===== src/rtl/ecc4fix_pkg.sv =====
package ecc4fix_pkg;
    localparam int unsigned CODE_W    = 10;
    localparam int unsigned CODE_N    = 8;
    localparam int unsigned BYTE_N    = 10;
    localparam int unsigned ECC_W     = BYTE_N * 8;
    localparam int unsigned CHUNK     = 512;
    localparam int unsigned OFF_W     = $clog2(CHUNK);
    localparam int unsigned ADDR_BIAS = CHUNK + 7;
    localparam int unsigned SYN_W     = 128;
    localparam int unsigned CNT_W     = 3;

    typedef enum logic [2:0] {
        S_IDLE, S_LOAD, S_SYN, S_START, S_POLL, S_FIX
    } seq_state_e;

    typedef struct packed {
        logic             apply;
        logic [OFF_W-1:0] offset;
        logic [7:0]       val;
    } fix_t;

    function automatic logic [CODE_W-1:0] code_at(input logic [ECC_W-1:0] b,
                                                  input logic [2:0] j);
        return b[j*CODE_W +: CODE_W];
    endfunction

    function automatic fix_t xlate(input logic [CODE_W-1:0] raw, input logic [7:0] v);
        fix_t f;
        logic [CODE_W:0] diff;
        diff     = (CODE_W+1)'(ADDR_BIAS) - {1'b0, raw};
        f.apply  = ({1'b0, raw} >= (CODE_W+1)'(ADDR_BIAS - CHUNK + 1))
                && ({1'b0, raw} <= (CODE_W+1)'(ADDR_BIAS));
        f.offset = diff[OFF_W-1:0];
        f.val    = v;
        return f;
    endfunction
endpackage


===== src/rtl/ecc4fix_guard.sv =====
module ecc4fix_guard #(
    parameter int unsigned GUARD_CYCLES = 64
) (
    input  logic       clk,
    input  logic       rst,
    input  logic       arm,
    input  logic [3:0] state,
    output logic       settled
);
    localparam int unsigned TW = $clog2(GUARD_CYCLES + 1);
    localparam logic [TW-1:0] LAST = TW'(GUARD_CYCLES - 1);

    logic [TW-1:0] tcnt;

    always_ff @(posedge clk) begin
        if (rst) begin
            tcnt    <= '0;
            settled <= 1'b0;
        end else if (arm) begin
            tcnt    <= '0;
            settled <= 1'b0;
        end else if (!settled) begin
            if (state >= 4'd4 || tcnt == LAST) settled <= 1'b1;
            tcnt <= tcnt + 1'b1;
        end
    end


    rearm_clear_chk: assert property (@(posedge clk) disable iff (rst)
        arm |=> !settled);
endmodule


===== src/rtl/ecc4fix_pick.sv =====
module ecc4fix_pick
    import ecc4fix_pkg::*;
(
    input  logic [1:0]  eidx,
    input  logic [31:0] a_addr,
    input  logic [31:0] b_addr,
    input  logic [31:0] a_val,
    input  logic [31:0] b_val,
    output fix_t        fix
);
    logic [31:0] areg, vreg;
    logic [CODE_W-1:0] raw;
    logic [7:0] v;

    always_comb begin
        areg = eidx[1] ? b_addr : a_addr;
        vreg = eidx[1] ? b_val  : a_val;
        raw  = eidx[0] ? areg[16 +: CODE_W] : areg[0 +: CODE_W];
        v    = eidx[0] ? vreg[23:16] : vreg[7:0];
        fix  = xlate(raw, v);
    end
endmodule


===== src/rtl/ecc4fix_seq.sv =====
module ecc4fix_seq
    import ecc4fix_pkg::*;
#(
    parameter int unsigned GUARD_CYCLES = 64
) (
    input  logic              clk,
    input  logic              rst,
    input  logic              go,
    input  logic [ECC_W-1:0]  stored_ecc,
    input  logic [SYN_W-1:0]  syndrome,
    input  logic [31:0]       eng_status,
    input  logic [31:0]       pair_a_addr,
    input  logic [31:0]       pair_b_addr,
    input  logic [31:0]       pair_a_val,
    input  logic [31:0]       pair_b_val,
    output logic              eng_load_valid,
    output logic [CODE_W-1:0] eng_load_data,
    output logic              eng_calc_start,
    output logic [OFF_W-1:0]  buf_addr,
    input  logic [7:0]        buf_rdata,
    output logic              buf_wr_en,
    output logic [7:0]        buf_wdata,
    output logic              busy,
    output logic              done,
    output logic              fail,
    output logic [CNT_W-1:0]  fixed_cnt
);
    seq_state_e       st;
    logic [2:0]       cidx;
    logic [1:0]       eidx;
    logic [1:0]       elast;
    logic [CNT_W-1:0] acc;
    logic [CNT_W-1:0] acc_n;
    logic             settled;
    logic [3:0]       eng_state;
    fix_t             fix;

    assign eng_state = eng_status[11:8];

    ecc4fix_guard #(.GUARD_CYCLES(GUARD_CYCLES)) guard_i (
        .clk(clk), .rst(rst), .arm(eng_calc_start),
        .state(eng_state), .settled(settled)
    );

    ecc4fix_pick pick_i (
        .eidx(eidx), .a_addr(pair_a_addr), .b_addr(pair_b_addr),
        .a_val(pair_a_val), .b_val(pair_b_val), .fix(fix)
    );

    always_comb begin
        eng_load_valid = (st == S_LOAD);
        eng_load_data  = code_at(stored_ecc, cidx);
        eng_calc_start = (st == S_START);
        buf_addr       = fix.offset;
        buf_wr_en      = (st == S_FIX) && fix.apply;
        buf_wdata      = buf_rdata ^ fix.val;
        busy           = (st != S_IDLE);
        acc_n          = acc + CNT_W'(fix.apply);
    end

    always_ff @(posedge clk) begin
        if (rst) begin
            st        <= S_IDLE;
            cidx      <= 3'(CODE_N - 1);
            eidx      <= '0;
            elast     <= '0;
            acc       <= '0;
            done      <= 1'b0;
            fail      <= 1'b0;
            fixed_cnt <= '0;
        end else begin
            done <= 1'b0;
            unique case (st)
                S_IDLE: if (go) begin
                    acc <= '0;
                    if (&stored_ecc) begin
                        done      <= 1'b1;
                        fail      <= 1'b0;
                        fixed_cnt <= '0;
                    end else begin
                        cidx <= 3'(CODE_N - 1);
                        st   <= S_LOAD;
                    end
                end
                S_LOAD: begin
                    if (cidx == 3'd0) st <= S_SYN;
                    else cidx <= cidx - 1'b1;
                end
                S_SYN: begin
                    if (syndrome == '0) begin
                        done      <= 1'b1;
                        fail      <= 1'b0;
                        fixed_cnt <= '0;
                        st        <= S_IDLE;
                    end else begin
                        st <= S_START;
                    end
                end
                S_START: st <= S_POLL;
                S_POLL: if (settled && eng_state < 4'd4) begin
                    if (eng_state <= 4'd1) begin
                        done      <= 1'b1;
                        fail      <= eng_state[0];
                        fixed_cnt <= '0;
                        st        <= S_IDLE;
                    end else begin
                        elast <= eng_status[17:16];
                        eidx  <= '0;
                        st    <= S_FIX;
                    end
                end
                S_FIX: begin
                    if (eidx == elast) begin
                        done      <= 1'b1;
                        fail      <= 1'b0;
                        fixed_cnt <= acc_n;
                        st        <= S_IDLE;
                    end else begin
                        eidx <= eidx + 1'b1;
                        acc  <= acc_n;
                    end
                end
                default: st <= S_IDLE;
            endcase
        end
    end


    done_pulse_chk: assert property (@(posedge clk) disable iff (rst)
        done |=> !done);

    erased_exit_chk: assert property (@(posedge clk) disable iff (rst)
        (!busy && go && (&stored_ecc)) |=> (done && !fail && fixed_cnt == '0));

    fail_nofix_chk: assert property (@(posedge clk) disable iff (rst)
        (done && fail) |-> (fixed_cnt == '0));

    load_excl_chk: assert property (@(posedge clk) disable iff (rst)
        eng_load_valid |-> (busy && !eng_calc_start && !buf_wr_en));

    cnt_bound_chk: assert property (@(posedge clk) disable iff (rst)
        done |-> (fixed_cnt <= CNT_W'(4)));
endmodule


===== config.mk =====
export PLATFORM = sky130hd
export DESIGN_NAME = ecc4fix_seq
export DESIGN_NICKNAME = d
export VERILOG_FILES = /design/src/rtl/ecc4fix_pkg.sv /design/src/rtl/ecc4fix_guard.sv /design/src/rtl/ecc4fix_pick.sv /design/src/rtl/ecc4fix_seq.sv
export SDC_FILE = /design/constraint.sdc
export NUM_CORES = 1
export LEC_CHECK = 0
export CAP_MARGIN = 20
export CORE_AREA = 8 8 156 158
export DETAILED_ROUTE_END_ITERATION = 7
export DIE_AREA = 0 0 164 166
export GPL_TIMING_DRIVEN = 0
export SLEW_MARGIN = 10
export SYNTH_ARGS = -nofsm -noshare
export SYNTH_HDL_FRONTEND = slang
export SYNTH_SLANG_ARGS = --single-unit

===== constraint.sdc =====
create_clock -name clk -period 6.49 [get_ports clk]
set_clock_uncertainty 0.05 [all_clocks]
set_input_delay 1.298 -clock clk [delete_from_list [all_inputs] [get_ports clk]]
set_output_delay 1.298 -clock clk [all_outputs]
set_load 0.05 [all_outputs]

==> flow_summary.toml, run 1 <==
[power_and_ir_drop]
irDropWorstVdd_v = 0.000107
power.density_nw_per_um2 = 148
total_leakage_power_nw = 2.33

[drt]
drt_iter0_markers = 138
viasPerCell = 4.49
wire_per_inst_um = 19.9
first_pass_iters = 4
num_vias = 4243
drc = 0
drt.antenna.violating_nets = 0
routed_wl_um = 18800

[clock_network]
cts_resized = 0
cts.sinks = 26
htreeDepth = 1
clock-root-buffer = "clkbuf_16"
hold_buffers = 0
cts_buffers = 3
cts_tree = "built"
clock_path_buffers = 2
post-cts-setup-buffers = 0
clock_latency_ps = 260
path_clk_slew_ps = 70

[sta]
layout_min_cycle_time_ps = 5680
grt_setup_unrepaired = "false"
setup_tns_ps = 0
hold_viol_final = 0
setup_violations = 0
period_share_pct = 87.5
whs_ps = 408
worst_slew_pin_slew_ps = 724
drv_slew = 0
fmax_mhz = 176
relSlewSlack_pct = 51.7

[worst_setup_path]
worstSetupPathType = "primary input to output port"
crit_path_start_kind = "primary input"
critPathMaxStageDelay_ps = 830
cpLargestDelayFamily = "buffers and inverters"
crit_slowest_cell = "clkdlybuf4s50_1"
path_common_cell = "clkdlybuf4s50_1"
end_kind = "output port"
cp_num_buf_inv = 2
cp_data_arrival_time_ps = 4330
crit_fanout = 4
cp.required_ps = 5140
crit_chain = "clkdlybuf4s50_1 > mux4_1 > or3_4 > nor4_4 > mux2i_1 > and2_1 > clkdlybuf4s50_1"

[finish]
antenna_cells = 0
num-fill-cells = 2305
nNetsFinal = 1046
drive_gt1_share_pct = 8.50
multiInputGateArea_um2 = 2390
seq_area_um2 = 520
syn_to_final_growth_pct = 125

[logic_synthesis]
yosysSeqAreaShare_pct = 17.1
syn-num-nets = 709
postSynthCellCount = 323
ys_top_cells_by_area = "mux4_2 22%, dfxtp_1 17%, nor4_1 8.0%"
synth_most_common_cell = "nor4_1"
synth_cell_types = 47
netlist_area_um2 = 3040
yosysTopAreaCellShare_pct = 22.2
synth_top_area_cell = "mux4_2"
avgSynthCellArea_um2 = 9.41
synth-edff-count = 0
synth_warnings = 0
ys.flop_type = "dfxtp_1"
synth-async-reset-ratio_pct = 0
synth_seq_cells = 26
synthTopCellsByCount = "39 x nor4_1, 30 x mux4_2, 29 x nand4_1"

[die]
rows = 55
start_util_pct = 13.8
dieArea_um2 = 27200
core_area_um2 = 22100
die_x_um = 164
die_h_um = 166
ioPinCount = 415

[grt]
busiest_layer = "met2"
use_met1_pct = 13.2
grt_pass1_vias = 4714
grt_overflow = 0
grt_use_total_pct = 12.8
grt_util_met3_pct = 5.65
grt_start_max_net_pins = 16
grt_pass1_wl_um = 26900
use_met2_pct = 22.7
antenna_found_initial = 6

[job]
drv_cap = 0

[placed_design]
io_buffers = 332
dpl.hpwl_um = 17300
place_congestion = 0.966

[worst_hold_path]
hold_path.class = "flip-flop to flip-flop"

[status]
status = "finished, final reports clean"
## worst paths after layout
| path | to | slack [ps] | cells past startpoint | from |
|---|---|---|---|---|
| worst min-delay path | acc[1]$_SDFFE_PP0P_ | 410 | 2 | acc[1]$_SDFFE_PP0P_ |
| worst min register to register | acc[1]$_SDFFE_PP0P_ | 410 | 2 | acc[1]$_SDFFE_PP0P_ |
| worst max register to register | fixed_cnt[2]$_SDFFE_PP0P_ | 3200 | 10 | eidx[1]$_SDFFE_PP0P_ |
| worst max-delay path | buf_wr_en | 810 | 7 | pair_b_addr[5] |
## metal layers
metal,wire [um],share of wire [%]
met1,6750,36
met2,9000,48
met3,2450,13
met4,556,3.0
met5,56,0.30
## through the flow
stage               area, um2  total power [mW]  setup WS (ps)  utilization [%]  instances
finish                   6820              1.01            809             30.9        944
global route             6820              1.07            588             30.9        944
CTS                      6820              1.02            683             30.9        944
detailed placement       6720             0.837            688             30.4        940
global placement         6720             0.835            678             30.4        940
floorplan                3040             0.515           1640                -        323
## tightest hold or removal path: cells and delay by family, from the launching register on
family / cells / cell delay (ps)
compound gates: 1 / 50
simple gates: 1 / 50
flops: 1 / 320
## cell type report
| type | instances | share of cell area, % |
|---|---|---|
| Clock buffer | 3 | 1.10 |
| Clock inverter | 1 | 0.440 |
| Timing Repair Buffer | 332 | 48.7 |
| Inverter | 14 | 0.770 |
| Sequential cell | 26 | 7.63 |
| Tap cell | 285 | 5.23 |
| Buffer | 16 | 1.08 |
| Multi-Input combinational cell | 267 | 35.1 |
## cell families (layout without fill, tap and decap cells)
logic type,after synthesis,after routing,synth area share (%)
simple gates,144,144,27.2
mux,52,52,34.2
compound gates,45,45,8.98
buf+inv,30,366,4.16
flops,26,26,17.1
xor+xnor,19,19,5.48
fa+ha+maj,7,7,2.88
## where the power goes
part,total (mW),switching (mW),internal [mW]
clock,0.180,0.0573,0.123
combinational,0.650,0.317,0.334
sequential,0.179,0.00838,0.171
## layout by cell type (no fill, tap or decap), drive strengths merged, types with 2 or more instances in the layout
cell	synthesis	routed
nor2	26	26
or3	2	2
nand3b	3	3
nand4b	2	2
or3b	2	2
o21ai	12	12
nor4	40	40
dfxtp	26	26
nor3	6	6
buf	8	8
nand4	29	29
a31oi	5	5
nor2b	3	3
mux2	10	10
mux4	38	38
inv	14	14
xor2	14	14
nand3	7	7
mux2i	4	4
ha	7	7
clkbuf	8	11
a311oi	4	4
a21oi	15	15
xnor2	5	5
and2	2	2
nand2	15	15
clkdlybuf4s50	0	332
## registers in the layout (all words and copies together), names as in the netlist
signal           flops
acc                  3
eidx                 2
st                   3
fixed_cnt            3
guard_i.settled      1
elast                2
guard_i.tcnt         7
fail                 1
cidx                 3
done                 1
Note: power is estimated with default switching activity, not from simulation.
==> run 2: changes to the inputs <==
- GPL_TIMING_DRIVEN: 0 -> default
==> run 2 against run 1 <==
Effect of this change: clock-buffer cell count is the same; largest cell class unchanged; hold slack gained 2.9 ps; largest power group unchanged; clock power is essentially flat; sequential cell count is the same.
==> flow_summary.toml, run 2 (synthesis gave the netlist of run 1 again) <==
[status]
status = "finished, final reports clean"

[power_and_ir_drop]
irDropWorstVdd_v = 0.000118
total_leakage_power_nw = 2.31
power.density_nw_per_um2 = 146

[clock_network]
clock_path_buffers = 2
clock_latency_ps = 260
cts.sinks = 26
hold_buffers = 0
path_clk_slew_ps = 60
clock-root-buffer = "clkbuf_16"
cts_buffers = 3
post-cts-setup-buffers = 0
htreeDepth = 1
cts_resized = 0
cts_tree = "built"

[drt]
num_vias = 4163
drt.antenna.violating_nets = 0
routed_wl_um = 18400
viasPerCell = 4.47
first_pass_iters = 4
drt_iter0_markers = 176
wire_per_inst_um = 19.8
drc = 0

[die]
core_area_um2 = 22100
dieArea_um2 = 27200
ioPinCount = 415
die_h_um = 166
die_x_um = 164
rows = 55
start_util_pct = 13.8

[sta]
setup_violations = 0
fmax_mhz = 174
whs_ps = 411
period_share_pct = 88.4
grt_setup_unrepaired = "false"
hold_viol_final = 0
relSlewSlack_pct = 36.4
drv_slew = 0
layout_min_cycle_time_ps = 5740
setup_tns_ps = 0
worst_slew_pin_slew_ps = 953

[worst_setup_path]
cp_data_arrival_time_ps = 4390
cp.required_ps = 5140
worstSetupPathType = "primary input to output port"
crit_fanout = 4
end_kind = "output port"
crit_path_start_kind = "primary input"

[grt]
grt_pass1_wl_um = 26700
grt_use_total_pct = 12.7
antenna_found_initial = 5
grt_start_max_net_pins = 23
grt_overflow = 0
grt_pass1_vias = 4695

[job]
drv_cap = 0

[placed_design]
dpl.hpwl_um = 16900
io_buffers = 332
dp_cells = 927
place_congestion = 0.908

[finish]
syn_to_final_growth_pct = 123
largest_reg_flops = 7
nNetsFinal = 1033
drive_gt1_share_pct = 8.20
final_common_cell = "clkdlybuf4s50_1"
fin_util_pct = 30.7
num-fill-cells = 2299
mostFrequentLayoutCells = "332 x clkdlybuf4s50_1, 39 x nor4_1, 30 x mux4_2, 29 x nand4_1"
layout.cells.non_filler = 932
top_register = "guard_i.tcnt"

[worst_hold_path]
hold_path.class = "flip-flop to flip-flop"
-- run 2: changes by cell type in the layout (fill, tap and decap cells not counted), sizes merged --
cell    change
clkbuf      -8
diode       +1
buf         -5
-- run 2: power by group --
part           switching [mW]  internal, mW
Sequential             0.0197         0.171
Clock                  0.0562         0.123
Combinational           0.294         0.329
Total                   0.370         0.622
-- run 2: cell type report --
cell class              instances  area [um2]  share of cell area, %
flip-flops and latches         26         520                   7.68
multi-input cells             267        2390                   35.3
diodes                          1        2.50                 0.0369
inverters                      14        52.6                  0.776
clock inverters                 1        30.0                  0.443
well taps                     285         357                   5.26
repair buffers                335        3350                   49.4
clock buffers                   3        75.1                   1.11
-- run 2: stage by stage --
stage               total power [mW]  area, um2  setup WS, ps
detailed placement             0.820       6670           611
floorplan                      0.515       3040          1640
global placement               0.820       6670           632
CTS                             1.00       6770           606
global route                    1.05       6770           552
finish                         0.992       6780           750
-- run 2: worst paths after layout --
kind | start | endpoint | slack, ps | cells past startpoint
setup / recovery | pair_b_addr[5] | buf_wr_en | 750 | 7
hold / removal | acc[0]$_SDFFE_PP0P_ | acc[0]$_SDFFE_PP0P_ | 410 | 2
setup reg to reg | eidx[1]$_SDFFE_PP0P_ | fixed_cnt[2]$_SDFFE_PP0P_ | 3060 | 9
hold reg to reg | acc[0]$_SDFFE_PP0P_ | acc[0]$_SDFFE_PP0P_ | 410 | 2
-- run 2: critical path, stage by stage --
cell	delay (ps)
clkdlybuf4s50_1	390
mux4_1	620
or3_4	400
nor4_4	250
mux2i_1	380
and2_1	220
clkdlybuf4s50_1	830
-- run 2: per-layer routing --
layer / up-vias / global-route usage (%) / wire (um)
li1: 1978 / - / -
met1: 1871 / 12.9 / 6520
met2: 278 / 22.8 / 8830
met3: 30 / 5.21 / 2470
met4: 6 / 4.47 / 565
met5: - / 0 / 47
==> run 3: changes to the inputs <==
- ABC_AREA: default -> 0
- clock period: 6.49 -> 6.91 ns (I/O delays scaled with it)
==> run 3 against run 2 <==
Effect of this change: register-to-register slack improved by 470 ps; sequential power fell by 6%; clock-buffer cell count did not move.
==> flow_summary.toml, run 3 (synthesis gave the netlist of run 1 again) <==
[finish]
antenna_cells = 0
drive_gt1_share_pct = 8.20
final_common_cell = "clkdlybuf4s50_1"
nNetsFinal = 1033
top_register = "guard_i.tcnt"
final_area_um2 = 6770
syn_to_final_growth_pct = 123
mostFrequentLayoutCells = "332 x clkdlybuf4s50_1, 39 x nor4_1, 30 x mux4_2, 29 x nand4_1"
layout.cells.non_filler = 931
fin_util_pct = 30.7
largest_reg_flops = 7

[sta]
setup_violations = 0
grt_setup_unrepaired = "false"
drv_slew = 0
fmax_mhz = 169
worst_slew_pin_slew_ps = 933
hold_viol_final = 0
setup_tns_ps = 0
layout_min_cycle_time_ps = 5920
period_share_pct = 85.7
relSlewSlack_pct = 37.7

[clock_network]
htreeDepth = 1
clock_path_buffers = 2
cts_resized = 0
post-cts-setup-buffers = 0
cts_tree = "built"
clock_latency_ps = 260
cts_buffers = 3
cts.sinks = 26
hold_buffers = 0
path_clk_slew_ps = 60
clock-root-buffer = "clkbuf_16"

[status]
status = "finished, final reports clean"

[worst_setup_path]
crit_fanout = 4
crit_path_start_kind = "primary input"
cp.required_ps = 5480
cp_data_arrival_time_ps = 4490
worstSetupPathType = "primary input to output port"
end_kind = "output port"

[placed_design]
dp_cells = 927
place_congestion = 0.909
io_buffers = 332
place_area_um2 = 6670
dpl.hpwl_um = 17000

[die]
die_h_um = 166
start_util_pct = 13.8
ioPinCount = 415
dieArea_um2 = 27200
rows = 55
core_area_um2 = 22100
die_x_um = 164

[grt]
antenna_found_initial = 4
grt_pass1_vias = 4666
grt_start_max_net_pins = 23
use_met1_pct = 12.9
busiest_layer = "met2"
grt_pass1_wl_um = 26800
grt_util_met3_pct = 5.11
grt_use_total_pct = 12.7
grt_overflow = 0
use_met2_pct = 23.3

[drt]
first_pass_iters = 4
drt.antenna.violating_nets = 0
routed_wl_um = 18400
viasPerCell = 4.45
drt_iter0_markers = 152
wire_per_inst_um = 19.7
drc = 0
num_vias = 4143

[power_and_ir_drop]
p_comb_share_pct = 62.8
power.density_nw_per_um2 = 138
p_clk_share_pct = 18.0
swShare_pct = 37.4
irDropWorstVdd_v = 0.0000712
seqPwrFrac_pct = 19.2
p_int_mw = 0.584
total_power_mw = 0.933
switching_power_mw = 0.348
total_leakage_power_nw = 2.31

[worst_hold_path]
hold_path.class = "flip-flop to flip-flop"

[job]
drv_cap = 0
## run 3: cell count changes in the layout (fill, tap and decap cells not counted)
cell / before / now
diode_2: 1 / 0
## run 3: worst max-delay path: stages
cell	delay (ps)
clkdlybuf4s50_1	390
mux4_1	620
or3_4	410
nor4_4	250
mux2i_1	380
and2_1	220
clkdlybuf4s50_1	830
## run 3: final timing paths
check / from / end / slack, ps / cells past startpoint
max: pair_b_addr[5] / buf_wr_en / 990 / 7
min: acc[1]$_SDFFE_PP0P_ / acc[1]$_SDFFE_PP0P_ / 410 / 2
max reg2reg: eidx[1]$_SDFFE_PP0P_ / fixed_cnt[2]$_SDFFE_PP0P_ / 3530 / 9
min reg2reg: acc[1]$_SDFFE_PP0P_ / acc[1]$_SDFFE_PP0P_ / 410 / 2
## run 3: power groups by stage
stage               clock network (mW)  registers [mW]  logic, mW
finish                           0.168           0.179      0.585
global placement                     0           0.182      0.588
floorplan                            0           0.172      0.313
detailed placement                   0           0.183      0.588
global route                     0.180           0.182      0.621
CTS                              0.175           0.179      0.591
## run 3: layout make-up
| cell class | instances | area (um2) |
|---|---|---|
| clock buffers | 3 | 75.1 |
| clock inverters | 1 | 30.0 |
| fillers | 2299 | 15300 |
| inverters | 14 | 52.6 |
| multi-input cells | 267 | 2390 |
| flip-flops and latches | 26 | 520 |
| well taps | 285 | 357 |
| repair buffers | 335 | 3350 |
## run 3: stage by stage
step                      setup slack [ps]  hold slack [ps]
final                                  990              413
after global routing                   843              444
after floorplan                       1900              386
after detailed placement               882              409
after global placement                 885              394
after CTS                              876              418
## run 3: per-layer routing
metal	routed length, um	vias up	share of wire [%]
met3	2350	19	13
met5	23	-	0.13
li1	-	1978	-
met2	8990	250	49
met1	6570	1892	36
met4	450	4	2.4
